===== src/rtl/ratio_divider_pkg.sv =====
package ratio_divider_pkg;
  localparam int CODE_W  = 4;
  localparam int RATIO_W = 4;

  typedef logic [RATIO_W-1:0] ratio_t;

  // fold a requested code onto a legal ratio
  function automatic ratio_t fold_code(input logic [CODE_W-1:0] code);
    ratio_t r;
    case (code)
      4'd0:                 r = 4'd1;
      4'd5:                 r = 4'd4;
      4'd7:                 r = 4'd6;
      4'd9, 4'd10, 4'd11:   r = 4'd8;
      4'd13, 4'd14, 4'd15:  r = 4'd12;
      default:              r = ratio_t'(code);
    endcase
    return r;
  endfunction
endpackage


===== src/rtl/ratio_fold.sv =====
module ratio_fold
  import ratio_divider_pkg::*;
#(
  parameter int CODE_W_P  = CODE_W,
  parameter int RATIO_W_P = RATIO_W
) (
  input  logic [CODE_W_P-1:0]  code_i,
  output logic [RATIO_W_P-1:0] ratio_o
);
  always_comb begin
    ratio_o = RATIO_W_P'(fold_code(CODE_W'(code_i)));
  end
endmodule


===== src/rtl/ratio_latch.sv =====
module ratio_latch #(
  parameter int RATIO_W_P = 4
) (
  input  logic                 clk,
  input  logic                 load_i,
  input  logic [RATIO_W_P-1:0] ratio_i,
  output logic [RATIO_W_P-1:0] ratio_o
);
  // captured on every edge while held; no reset needed because the
  // core reset itself asserts load_i
  always_ff @(posedge clk) begin
    if (load_i) ratio_o <= ratio_i;
  end
endmodule


===== src/rtl/phase_counter.sv =====
module phase_counter #(
  parameter int RATIO_W_P = 4
) (
  input  logic                 clk,
  input  logic                 rst_n,
  input  logic                 adv_i,
  input  logic [RATIO_W_P-1:0] ratio_i,
  output logic [RATIO_W_P-1:0] phase_o
);
  logic last;
  assign last = (phase_o == ratio_i - RATIO_W_P'(1));

  always_ff @(posedge clk or negedge rst_n) begin
    if (!rst_n)           phase_o <= '0;
    else if (!adv_i)      phase_o <= '0;
    else if (last)        phase_o <= '0;
    else                  phase_o <= phase_o + RATIO_W_P'(1);
  end
endmodule


===== src/rtl/phase_decode.sv =====
module phase_decode #(
  parameter int RATIO_W_P = 4
) (
  input  logic                 clk,
  input  logic                 go_i,
  input  logic                 pass_i,
  input  logic [RATIO_W_P-1:0] ratio_i,
  input  logic [RATIO_W_P-1:0] phase_i,
  output logic                 tick_o,
  output logic                 slow_o
);
  logic [RATIO_W_P-1:0] half;
  logic                 at_end;
  logic                 hi_phase;

  always_comb begin
    half     = ratio_i >> 1;
    at_end   = (phase_i == ratio_i - RATIO_W_P'(1));
    hi_phase = (phase_i < half);
    tick_o   = go_i & (pass_i | at_end);
    slow_o   = go_i & (pass_i ? clk : hi_phase);
  end
endmodule


===== src/rtl/ratio_divider.sv =====
module ratio_divider
  import ratio_divider_pkg::*;
#(
  parameter int CODE_W_P  = CODE_W,
  parameter int RATIO_W_P = RATIO_W
) (
  input  logic                 clk,
  input  logic                 rst_n,
  input  logic [CODE_W_P-1:0]  div_code,
  input  logic                 cnt_clr_n,
  input  logic                 run_en,
  input  logic                 pass_thru,
  output logic                 tick,
  output logic                 slow_out,
  output logic [RATIO_W_P-1:0] ratio_rd
);
  localparam logic [RATIO_W_P-1:0] UNITY = RATIO_W_P'(1);

  logic [RATIO_W_P-1:0] folded;
  logic [RATIO_W_P-1:0] ratio_q;
  logic [RATIO_W_P-1:0] phase;
  logic                 hold;
  logic                 go;
  logic                 straight;
  logic                 adv;

  assign hold     = ~rst_n | ~cnt_clr_n;
  assign go       = ~hold & run_en;
  assign straight = pass_thru | (ratio_q == UNITY);
  assign adv      = cnt_clr_n & run_en & ~straight;

  ratio_fold #(.CODE_W_P(CODE_W_P), .RATIO_W_P(RATIO_W_P)) u_fold (
    .code_i  (div_code),
    .ratio_o (folded)
  );

  ratio_latch #(.RATIO_W_P(RATIO_W_P)) u_latch (
    .clk     (clk),
    .load_i  (hold),
    .ratio_i (folded),
    .ratio_o (ratio_q)
  );

  phase_counter #(.RATIO_W_P(RATIO_W_P)) u_count (
    .clk     (clk),
    .rst_n   (rst_n),
    .adv_i   (adv),
    .ratio_i (ratio_q),
    .phase_o (phase)
  );

  phase_decode #(.RATIO_W_P(RATIO_W_P)) u_decode (
    .clk     (clk),
    .go_i    (go),
    .pass_i  (straight),
    .ratio_i (ratio_q),
    .phase_i (phase),
    .tick_o  (tick),
    .slow_o  (slow_out)
  );

  assign ratio_rd = ratio_q;
endmodule


===== config.mk =====
export PLATFORM = sky130hd
export DESIGN_NAME = ratio_divider
export DESIGN_NICKNAME = d
export VERILOG_FILES = /design/src/rtl/ratio_divider_pkg.sv /design/src/rtl/ratio_fold.sv /design/src/rtl/ratio_latch.sv /design/src/rtl/phase_counter.sv /design/src/rtl/phase_decode.sv /design/src/rtl/ratio_divider.sv
export SDC_FILE = /design/constraint.sdc
export NUM_CORES = 1
export LEC_CHECK = 0
export ABC_AREA = 1
export BUFFER_PORTS_ARGS = -buffer_cell sky130_fd_sc_hd__buf_4
export CORE_MARGIN = 2
export CORE_UTILIZATION = 47
export CTS_BUF_LIST = sky130_fd_sc_hd__clkbuf_16
export DETAILED_ROUTE_END_ITERATION = 6
export PLACE_DENSITY = 0.8
export SLEW_MARGIN = 40
export SYNTH_ARGS = -nofsm -noshare
export SYNTH_HDL_FRONTEND = slang
export SYNTH_HIERARCHICAL = 1
export SYNTH_SLANG_ARGS = --single-unit
export TNS_END_PERCENT = 10

===== constraint.sdc =====
create_clock -name clk -period 1.2 [get_ports clk]
set_input_delay 0.12 -clock clk [delete_from_list [all_inputs] [get_ports clk]]
set_output_delay 0.12 -clock clk [all_outputs]
set_load 0.02 [all_outputs]

==> out/results.md, run 1 <==
| Stage | Metric | Reported |
|:---|:---|:---|
| sta | Count of endpoints failing hold in the final timing report | 0 |
| power | Leak | 0.0006520 uW |
| yosys | Leading post-synthesis cells by cell area | sky130_fd_sc_hd__nand2_1 19%, sky130_fd_sc_hd__edfxtp_1 17%, sky130_fd_sc_hd__dfrtp_1 14% |
| sta | Final setup fails | 10 |
| sta | Final period demand of the worst path | 1.886 ns |
| sta | Achievable clock frequency | 530.2 MHz |
| yosys | Most numerous cell in the Yosys netlist | sky130_fd_sc_hd__nand2_1 |
| setup path | Startpoint types | flip-flop |
| run | Max Cap Viol | 0 |
| global route | Initial antenna violation count | 0 |
| worst hold path | Worst hold-check path type | input pin to flip-flop |
| drt | Mean routed wirelength per cell | 14.43 um |
| die | Placement Rows | 14 |
| drt | Residual DRC | 0 |
| yosys | Total of flip-flops plus latches after synthesis | 8 |
| yosys | Count of flip-flops with a built-in enable after synthesis | 4 |
| run status | Violated checks | negative setup slack |
| die | Die outline height | 42.92 um |
| yosys | Most area-hungry cell type in the Yosys netlist | sky130_fd_sc_hd__nand2_1 |
| yosys | Synth unique cells | 20 |
| sta | Unrepaired setup endpoints after global routing | yes |
| global route | Largest net degree at the start of global routing | 6 |
| placement | GP Congestion | 0.7546 |
| drt | Vias after detailed routing | 851 |
| yosys | Share of Yosys cell area claimed by the top area cell type | 18.98% |
| yosys | Synth warnings | 6 |
| run status | Run status | finished with violations |
| yosys | Post-synthesis average cell area | 6.357 um^2 |
| sta | Relative slew margins | 84.88% |
| die | Width of the chip | 42.92 um |
| power | Power per Cell Area | 1461 nW/um^2 |
| final layout | Antenna diode count | 0 |
| sta | Clock skew | 0.0005532 ns |
| yosys | Post-Synthesis Net Count | 126 |
| yosys | Cell count after synthesis | 112 |
| final layout | Final cell utilization of the core | 83.91% |
| final layout | Post-layout net count | 167 |
| sta | Max-slew violation count | 0 |
| sta | Setup slack of the critical path after layout | -0.6862 ns |
| setup path | Peak fanout along the critical path | 3 |
| global route | Number of global-route vias before repair | 877 |
| setup path | Critical path class | flip-flop to primary output |
| clock network | Clk_lat worst skew | 0.35 ns |
| drt | Number of nets with antenna violations after detailed routing | 0 |
| global route | Global-route usage over all layers | 30.95% |
| global route | Grt total ovfl | 0 |
| die | Die footprint | 1842 um^2 |
| yosys | Post-synthesis sequential area ratio | 30.93% |
| drt | Sum of routed wire length over all layers | 2424 um |
| clock network | Clock-pin slew on the worst setup and hold paths | 0.04 ns |
| power | Worst voltage drop across the vdd grid | 1.288 mV |
| die | Count of pins on the block boundary | 15 |
| drt | Via density per instance | 5.065 |
| placement | Estimated wirelength of the detail-placed design | 1507 um |
| final layout | Proportion of layout cells with a drive suffix above 1 | 38.16% |
| setup path | Crit path arrival time | 1.77 ns |
| global route | First-pass GRT wire length | 3898 um |
| setup path | Crit. End Element | primary output |
| placement | Count of buffers inserted at the top-level ports | 14 |
| yosys | Commonest cells post-synth | 36 x sky130_fd_sc_hd__nand2_1, 22 x sky130_fd_sc_hd__inv_1, 15 x sky130_fd_sc_hd__nor2_1, 5 x sky130_fd_sc_hd__ha_1, 5 x sky130_fd_sc_hd__nand3_1 |
| final layout | Area added between synthesis and finish | 71.35% |
| sta | Share of the cycle needed by the critical path after routing | 157.2% |
| yosys | Post-synthesis async set-or-reset flop share | 50.00% |
| drt | First DRT Iteration DRCs | 54 |
| die | Initial Util | 48.97% |
| yosys | Post-synth top flop | sky130_fd_sc_hd__edfxtp_1 |
| clock network | CTS tree | yes |
| sta | Worst Tran Pin Value | 0.2261 ns |
| drt | Initial DRT Pass Iterations | 4 |
| yosys | Summed instance area of the synthesized netlist | 711.9 um^2 |
| placement | Post-place setup slack | -0.3571 ns |
| setup path | Data required time of the critical path | 1.08 ns |
| power | Sum of internal, switching and leakage power | 1783 uW |
| die | Core Footprint | 1454 um^2 |
## cells in the final DEF (no fill, tap or decap), types with 2 or more instances in the layout
master,Yosys,routed
sky130_fd_sc_hd__buf_4,0,29
sky130_fd_sc_hd__buf_6,0,3
sky130_fd_sc_hd__clkbuf_16,0,6
sky130_fd_sc_hd__dfrtp_1,4,4
sky130_fd_sc_hd__dlygate4sd3_1,0,3
sky130_fd_sc_hd__edfxtp_1,4,4
sky130_fd_sc_hd__ha_1,5,3
sky130_fd_sc_hd__ha_4,0,2
sky130_fd_sc_hd__inv_1,22,21
sky130_fd_sc_hd__inv_2,4,6
sky130_fd_sc_hd__nand2_1,36,35
sky130_fd_sc_hd__nand2_2,2,2
sky130_fd_sc_hd__nand3_1,5,5
sky130_fd_sc_hd__nor2_1,15,12
sky130_fd_sc_hd__nor2_2,2,4
sky130_fd_sc_hd__xnor2_1,2,2
sky130_fd_sc_hd__xor2_1,2,2
## path summary, 6_finish.rpt
check                                        start  slack (ns)  cells past startpoint            endpoint
worst min register to register  u_count/phase_o[0]        0.62                      2  u_count/phase_o[0]
max in group asynchronous                    rst_n        0.84                      2  u_count/phase_o[1]
min in group asynchronous                    rst_n        0.17                      2  u_count/phase_o[3]
worst max register to register  u_latch/ratio_o[1]       -0.28                      9  u_count/phase_o[2]
worst min-delay path                   div_code[1]        0.09                      3  u_latch/ratio_o[1]
worst max-delay path            u_latch/ratio_o[1]       -0.69                      8                tick
## layout make-up
class                      count  area (um^2)
timing repair buffer          34        274.0
multi-input combinational     76        446.7
clock inverter                 1        3.754
clock buffer                   7        157.7
sequential                     8        220.2
fill                          73        234.0
inverter                      26        97.59
tap                           16        20.02
## routing by layer
layer,track usage (%),vias up,wire [um]
met2,48.79,45,1240
met3,12.77,7,129
met1,33.51,390,1004
li1,-,409,-
met5,0,-,0
met4,20.63,0,49
## worst max-delay path, cell delays in order (launching register included)
cell and delay, ns:
sky130_fd_sc_hd__edfxtp_1 0.41, sky130_fd_sc_hd__inv_2 0.07, sky130_fd_sc_hd__ha_4 0.26, sky130_fd_sc_hd__xor2_1 0.14, sky130_fd_sc_hd__nand2_1 0.09, sky130_fd_sc_hd__nor2_2 0.12
sky130_fd_sc_hd__nand2_2 0.08, sky130_fd_sc_hd__a21oi_4 0.12, sky130_fd_sc_hd__buf_6 0.13
## sequential cells by signal (all words and copies together), names as in the netlist
| signal | cells |
|---|---|
| u_latch/ratio_o | 4 |
| u_count/phase_o | 4 |
## report_power, final
| part | internal (uW) | switching, uW |
|---|---|---|
| logic | 167 | 195 |
| clock network | 868 | 227 |
| registers | 307 | 18.5 |
## through the flow
| stage | setup TNS (ns) | area (um^2) | hold WS (ns) | instances |
|---|---|---|---|---|
| 2_1_floorplan | -1.866 | 738.2 | -0.1756 | 112 |
| 3_5_place_dp | -1.984 | 983.4 | -0.07021 | 157 |
| 6_report | -2.682 | 1220 | 0.08654 | 168 |
| 5_1_grt | -3.145 | 1220 | 0.09893 | 168 |
| 3_3_place_gp | -1.505 | 983.4 | -0.07430 | 157 |
| 4_1_cts | -2.799 | 1202 | 0.07274 | 167 |
## what timing repair did
action                                  in CTS  in global routing
hold buffers                                 3                  0
setup buffers                                0                  1
gates resized for setup                     10                  3
hold endpoints to repair                     6                  0
endpoints found under the setup margin      10                 10
pin swaps                                    7                  1
## cells by family (layout without fill, tap and decap cells)
family	count (synthesis)	after routing	synth area share, %
xor+xnor	4	4	4.922
flops	8	8	30.93
fa+ha+maj	5	5	8.787
compound gates	5	5	4.392
buf+inv	28	68	14.76
simple gates	62	62	36.20
No activity file was read; power rests on OpenSTA's default activity.
==> run 2, diff against run 1 <==
- SKIP_CTS_REPAIR_TIMING: unset -> 1
==> run 2 against run 1 <==
The run still ends with negative setup slack left. Wire length grew 17%. Sequential cell count unchanged. Non-clock buffer count is the same. Global-route usage is 1.3 points lower. First-iteration DRC count fell by 13%. Register-to-register slack got worse by 0.12 ns. Critical path depth up 1. Maximum frequency down 2.0%. Via count increased by 8.2%. Die area unchanged. Clock power barely moved. Clock skew grew 0.0029 ns. Largest cell class unchanged.
==> out/results.md, run 2 (synthesis gave the netlist of run 1 again) <==
| Stage | Metric | Reported |
|:---|:---|:---|
| run | Max Cap Viol | 0 |
| drt | Vias after detailed routing | 921 |
| setup path | Startpoint types | flip-flop |
| global route | First-pass GRT wire length | 3705 um |
| final layout | Post-layout net count | 167 |
| die | Count of pins on the block boundary | 15 |
| final layout | Area taken by multi-input logic gates | 432.9 um^2 |
| global route | Grt total ovfl | 0 |
| run status | Violated checks | negative setup slack |
| drt | First DRT Iteration DRCs | 47 |
| global route | Initial antenna violation count | 0 |
| worst hold path | Worst hold-check path type | input pin to flip-flop |
| die | Initial Util | 48.97% |
| clock network | Clock-pin slew on the worst setup and hold paths | 0.04 ns |
| clock network | CTS tree | yes |
| sta | Share of the cycle needed by the critical path after routing | 160.4% |
| sta | Unrepaired setup endpoints after global routing | yes |
| die | Die footprint | 1842 um^2 |
| sta | Relative slew margins | 79.50% |
| global route | Largest net degree at the start of global routing | 7 |
| sta | Final setup fails | 10 |
| placement | Placed cell count | 157 |
| clock network | Clk_lat worst skew | 0.36 ns |
| final layout | Largest regs | u_count/phase_o: 4 flops, u_latch/ratio_o: 4 flops |
| final layout | Area added between synthesis and finish | 69.42% |
| die | Placement Rows | 14 |
| final layout | Most common cell after layout, fill and taps aside | sky130_fd_sc_hd__nand2_1 |
| final layout | Commonest cells after routing, fill and taps aside | 35 x sky130_fd_sc_hd__nand2_1, 29 x sky130_fd_sc_hd__buf_4, 21 x sky130_fd_sc_hd__inv_1, 14 x sky130_fd_sc_hd__nor2_1 |
| drt | Via density per instance | 5.482 |
| power | Power per Cell Area | 1501 nW/um^2 |
| global route | Number of global-route vias before repair | 840 |
| final layout | Final cell utilization of the core | 82.96% |
| sta | Clock skew | 0.003405 ns |
| die | Die outline height | 42.92 um |
| setup path | Max incr delay on CP | 0.44 ns |
| final layout | Fillers | 77 |
| sta | Setup slack of the critical path after layout | -0.7246 ns |
| run status | Run status | finished with violations |
| setup path | Peak fanout along the critical path | 3 |
| sta | Final period demand of the worst path | 1.925 ns |
| global route | Global-route usage over all layers | 29.65% |
| sta | Count of endpoints failing hold in the final timing report | 0 |
| placement | Placed instance area | 983.4 um^2 |
| power | Leak | 0.0006512 uW |
| final layout | Antenna diode count | 0 |
| final layout | Combined flip-flop and latch cell area | 220.2 um^2 |
| setup path | Critical path class | flip-flop to primary output |
| final layout | Final std cells w/o fill | 168 |
| drt | Initial DRT Pass Iterations | 4 |
| sta | Max-slew violation count | 0 |
| sta | Worst Tran Pin Value | 0.3064 ns |
| placement | GP Congestion | 0.7546 |
| drt | Residual DRC | 0 |
| final layout | Proportion of layout cells with a drive suffix above 1 | 36.18% |
| drt | Mean routed wirelength per cell | 16.83 um |
| setup path | Crit path arrival time | 1.80 ns |
| placement | Count of buffers inserted at the top-level ports | 14 |
| setup path | Crit. End Element | primary output |
| setup path | Data required time of the critical path | 1.08 ns |
| drt | Number of nets with antenna violations after detailed routing | 0 |
| setup path | Cell type of the slowest stage on the worst timing path | sky130_fd_sc_hd__edfxtp_1 |
| sta | Achievable clock frequency | 519.6 MHz |
| drt | Sum of routed wire length over all layers | 2828 um |
| power | Worst voltage drop across the vdd grid | 1.480 mV |
| die | Core Footprint | 1454 um^2 |
| die | Width of the chip | 42.92 um |
| placement | Estimated wirelength of the detail-placed design | 1507 um |
| setup path | Worst path cell trace | buf_4 -> inv_1 -> nor2_1 -> nand2_1 -> nand2_2 -> inv_1 -> o21ai_1 -> a21oi_2 -> buf_4 |
| power | Sum of internal, switching and leakage power | 1810 uW |
| final layout | Finished layout cell area | 1206 um^2 |
| sta | Worst hold margin | 0.07361 ns |
run 2: cell counts in the layout (fill, tap and decap cells not counted):
Identical to the previous run, type by type.
run 2: cell type report:
| type | count | area share [%] |
|---|---|---|
| Tap cell | 16 | 1.660 |
| Clock buffer | 7 | 13.07 |
| Multi-Input combinational cell | 76 | 35.89 |
| Timing Repair Buffer | 34 | 22.72 |
| Sequential cell | 8 | 18.26 |
| Inverter | 26 | 8.091 |
| Clock inverter | 1 | 0.3112 |
run 2: final timing paths:
kind / start / end / slack [ns] / cells after the start
worst max-delay path: u_latch/ratio_o[0] / slow_out / -0.72 / 9
worst min-delay path: div_code[0] / u_latch/ratio_o[0] / 0.07 / 3
worst max register to register: u_latch/ratio_o[0] / u_count/phase_o[2] / -0.40 / 10
worst min register to register: u_count/phase_o[0] / u_count/phase_o[0] / 0.63 / 2
max in group asynchronous: rst_n / u_count/phase_o[3] / 0.77 / 2
min in group asynchronous: rst_n / u_count/phase_o[2] / 0.20 / 2
run 2: per-layer routing:
layer	track usage, %	part of all wire, %
met5	0	0
met1	30.13	37
met3	10.64	10
met4	18.13	2.9
met2	50.91	50
run 2: through the flow:
step                      setup WS (ns)  setup TNS, ns
after floorplan                 -0.3827         -1.866
after global placement          -0.2725         -1.505
after detailed placement        -0.3571         -1.984
after CTS                       -0.7316         -3.476
after global routing            -0.7730         -3.475
final                           -0.7246         -3.310
run 2: power by group:
group	total [uW]	switching [uW]	internal (uW)
Combinational	373	207	166
Clock	1110	242	868
Sequential	327	19.8	307
run 2: worst max-delay path: cells and delay by family (launching register included):
kind | cells | cell delay [ns]
simple gates | 3 | 0.20
buf+inv | 4 | 0.56
compound gates | 2 | 0.24
flops | 1 | 0.44
==> run 3, diff against run 2 <==
- BUFFER_PORTS_ARGS: -buffer_cell sky130_fd_sc_hd__buf_4 -> unset
- CORE_UTILIZATION: 47 -> 54
- DONT_BUFFER_PORTS: unset -> 1
- PLACE_DENSITY: 0.8 -> 0.79
==> run 3 against run 2 <==
The flow finishes with violations (negative hold slack, negative setup slack). Wire length down 8.5%. Sequential share of layout area is 2.2 points higher. Total power fell by 5.6%. Non-clock buffer count shrank 12. Die area decreased by 12%. Final cell count fell by 8.3%. Clock skew shrank 0.0024 ns. Maximum frequency decreased by 7.2%. Register-to-register slack got worse by 0.08 ns. Critical path type unchanged. Largest power group unchanged. Highest routed layer unchanged.
==> out/results.md, run 3 (synthesis gave the netlist of run 1 again) <==
| Stage | Metric | Reported |
|:---|:---|:---|
| sta | Final period demand of the worst path | 2.075 ns |
| global route | First-pass GRT wire length | 3360 um |
| setup path | Data required time of the critical path | 1.08 ns |
| drt | Mean routed wirelength per cell | 16.81 um |
| die | Die footprint | 1625 um^2 |
| placement | Placed cell count | 143 |
| power | Sw Share | 24.20% |
| die | Core Footprint | 1269 um^2 |
| global route | Initial antenna violation count | 0 |
| sta | Share of the cycle needed by the critical path after routing | 172.9% |
| placement | Estimated wirelength of the detail-placed design | 1253 um |
| clock network | Clk_lat worst skew | 0.35 ns |
| final layout | Commonest cells after routing, fill and taps aside | 35 x sky130_fd_sc_hd__nand2_1, 23 x sky130_fd_sc_hd__inv_1, 19 x sky130_fd_sc_hd__buf_4, 15 x sky130_fd_sc_hd__nor2_1, 6 x sky130_fd_sc_hd__clkbuf_16 |
| setup path | Startpoint types | flip-flop |
| drt | Initial DRT Pass Iterations | 4 |
| power | Power per Cell Area | 1587 nW/um^2 |
| final layout | Largest regs | u_count/phase_o: 4 flops, u_latch/ratio_o: 4 flops |
| final layout | Most common cell after layout, fill and taps aside | sky130_fd_sc_hd__nand2_1 |
| final layout | Post-layout net count | 154 |
| global route | Largest net degree at the start of global routing | 7 |
| sta | Relative slew margins | 75.94% |
| run status | Run status | finished with violations |
| power | Combinational group share of total power | 17.6% |
| final layout | Proportion of layout cells with a drive suffix above 1 | 27.34% |
| run | Max Cap Viol | 0 |
| final layout | Antenna diode count | 0 |
| setup path | Peak fanout along the critical path | 5 |
| power | Sequential share of power | 19.4% |
| drt | Sum of routed wire length over all layers | 2588 um |
| drt | Number of nets with antenna violations after detailed routing | 0 |
| final layout | Area added between synthesis and finish | 51.14% |
| die | Count of pins on the block boundary | 15 |
| sta | Worst hold margin | -0.007765 ns |
| sta | Achievable clock frequency | 482.0 MHz |
| sta | Max-slew violation count | 0 |
| global route | Grt total ovfl | 0 |
| die | Die outline height | 40.31 um |
| die | Width of the chip | 40.31 um |
| power | Worst voltage drop across the vdd grid | 1.523 mV |
| sta | Count of endpoints failing hold in the final timing report | 1 |
| sta | Clock skew | 0.001048 ns |
| setup path | Max incr delay on CP | 0.55 ns |
| placement | Placed instance area | 884.6 um^2 |
| setup path | Critical path class | flip-flop to primary output |
| drt | First DRT Iteration DRCs | 58 |
| global route | Number of global-route vias before repair | 775 |
| clock network | Clock-pin slew on the worst setup and hold paths | 0.04 ns |
| setup path | Buffers plus inverters on the worst setup path | 3 |
| power | Leak | 0.0005830 uW |
| final layout | Finished layout cell area | 1076 um^2 |
| sta | Worst Tran Pin Value | 0.3608 ns |
| drt | Residual DRC | 0 |
| drt | Via density per instance | 5.539 |
| power | Clock share of power | 63.1% |
| clock network | CTS tree | yes |
| sta | Setup slack of the critical path after layout | -0.8745 ns |
| global route | Global-route usage over all layers | 33.91% |
| worst hold path | Worst hold-check path type | input pin to flip-flop |
| drt | Vias after detailed routing | 853 |
| setup path | Dominant delay contributor by cell family on the critical path | flip-flops |
| placement | GP Congestion | 0.7632 |
| sta | Final setup fails | 6 |
| die | Initial Util | 56.11% |
| power | Total net switching power | 413.4 uW |
| setup path | Library cell appearing most often on the critical path | sky130_fd_sc_hd__inv_1 |
| setup path | Crit. End Element | primary output |
| die | Placement Rows | 13 |
| setup path | Cell type of the slowest stage on the worst timing path | sky130_fd_sc_hd__edfxtp_1 |
| sta | Unrepaired setup endpoints after global routing | yes |
| placement | Count of buffers inserted at the top-level ports | 0 |
| final layout | Final std cells w/o fill | 154 |
| run status | Violated checks | negative hold slack, negative setup slack |
| final layout | Final cell utilization of the core | 84.81% |
| setup path | Worst path cell trace | buf_4 -> inv_1 -> nor2_1 -> nand2_1 -> nand2_2 -> inv_1 -> o21ai_0 -> a21oi_2 |
| setup path | Crit path arrival time | 1.95 ns |
| power | Internal power of the cells | 1295 uW |
## run 3: changes by cell type in the layout (fill, tap and decap cells not counted), sizes merged
cell  previous run  this run
buf             32        19
## run 3: layout make-up
cell class | instances | area, um^2
multi-input combinational | 76 | 412.9
sequential | 8 | 220.2
fill | 69 | 192.7
timing repair buffer | 22 | 172.7
clock buffer | 6 | 150.1
inverter | 26 | 97.59
tap | 15 | 18.77
clock inverter | 1 | 3.754
## run 3: path summary, 6_finish.rpt
kind,startpoint,end,slack [ns],cells past startpoint
worst max register to register,u_latch/ratio_o[0],u_count/phase_o[2],-0.48,8
worst max-delay path,u_latch/ratio_o[0],slow_out,-0.87,8
worst min-delay path,div_code[1],u_latch/ratio_o[1],-0.008,2
worst min register to register,u_count/phase_o[0],u_count/phase_o[0],0.72,2
max in group asynchronous,rst_n,u_count/phase_o[2],0.94,1
min in group asynchronous,rst_n,u_count/phase_o[3],0.07,1
## run 3: power by group through the flow
stage	sequential [uW]	clock, uW	combinational [uW]
after CTS	330	1090	270
final	331	1080	300
after floorplan	347	8.81	154
after global routing	333	1110	329
after detailed placement	332	8.81	258
after global placement	331	8.81	244
## run 3: metal layers
| layer | share of wire [%] | vias up | routed length [um] | global-route usage, % |
|---|---|---|---|---|
| met5 | 0 | - | 0 | 0 |
| met4 | 5.0 | 0 | 130 | 13.33 |
| met3 | 11 | 19 | 277 | 14.44 |
| met2 | 49 | 71 | 1279 | 60.48 |
| met1 | 35 | 381 | 900 | 34.59 |
| li1 | - | 382 | - | - |
## run 3: stage by stage
step / setup slack [ns] / TNS [ns] / power (uW) / hold slack [ns]
2_1_floorplan: -0.3827 / -1.866 / 510.2 / -0.1756
3_3_place_gp: -0.3780 / -1.982 / 583.7 / -0.1755
3_5_place_dp: -0.4173 / -2.292 / 599.0 / -0.1754
4_1_cts: -0.8183 / -3.213 / 1685 / -0.5329
5_1_grt: -1.021 / -4.087 / 1768 / 0.02210
6_report: -0.8745 / -3.521 / 1708 / -0.007765
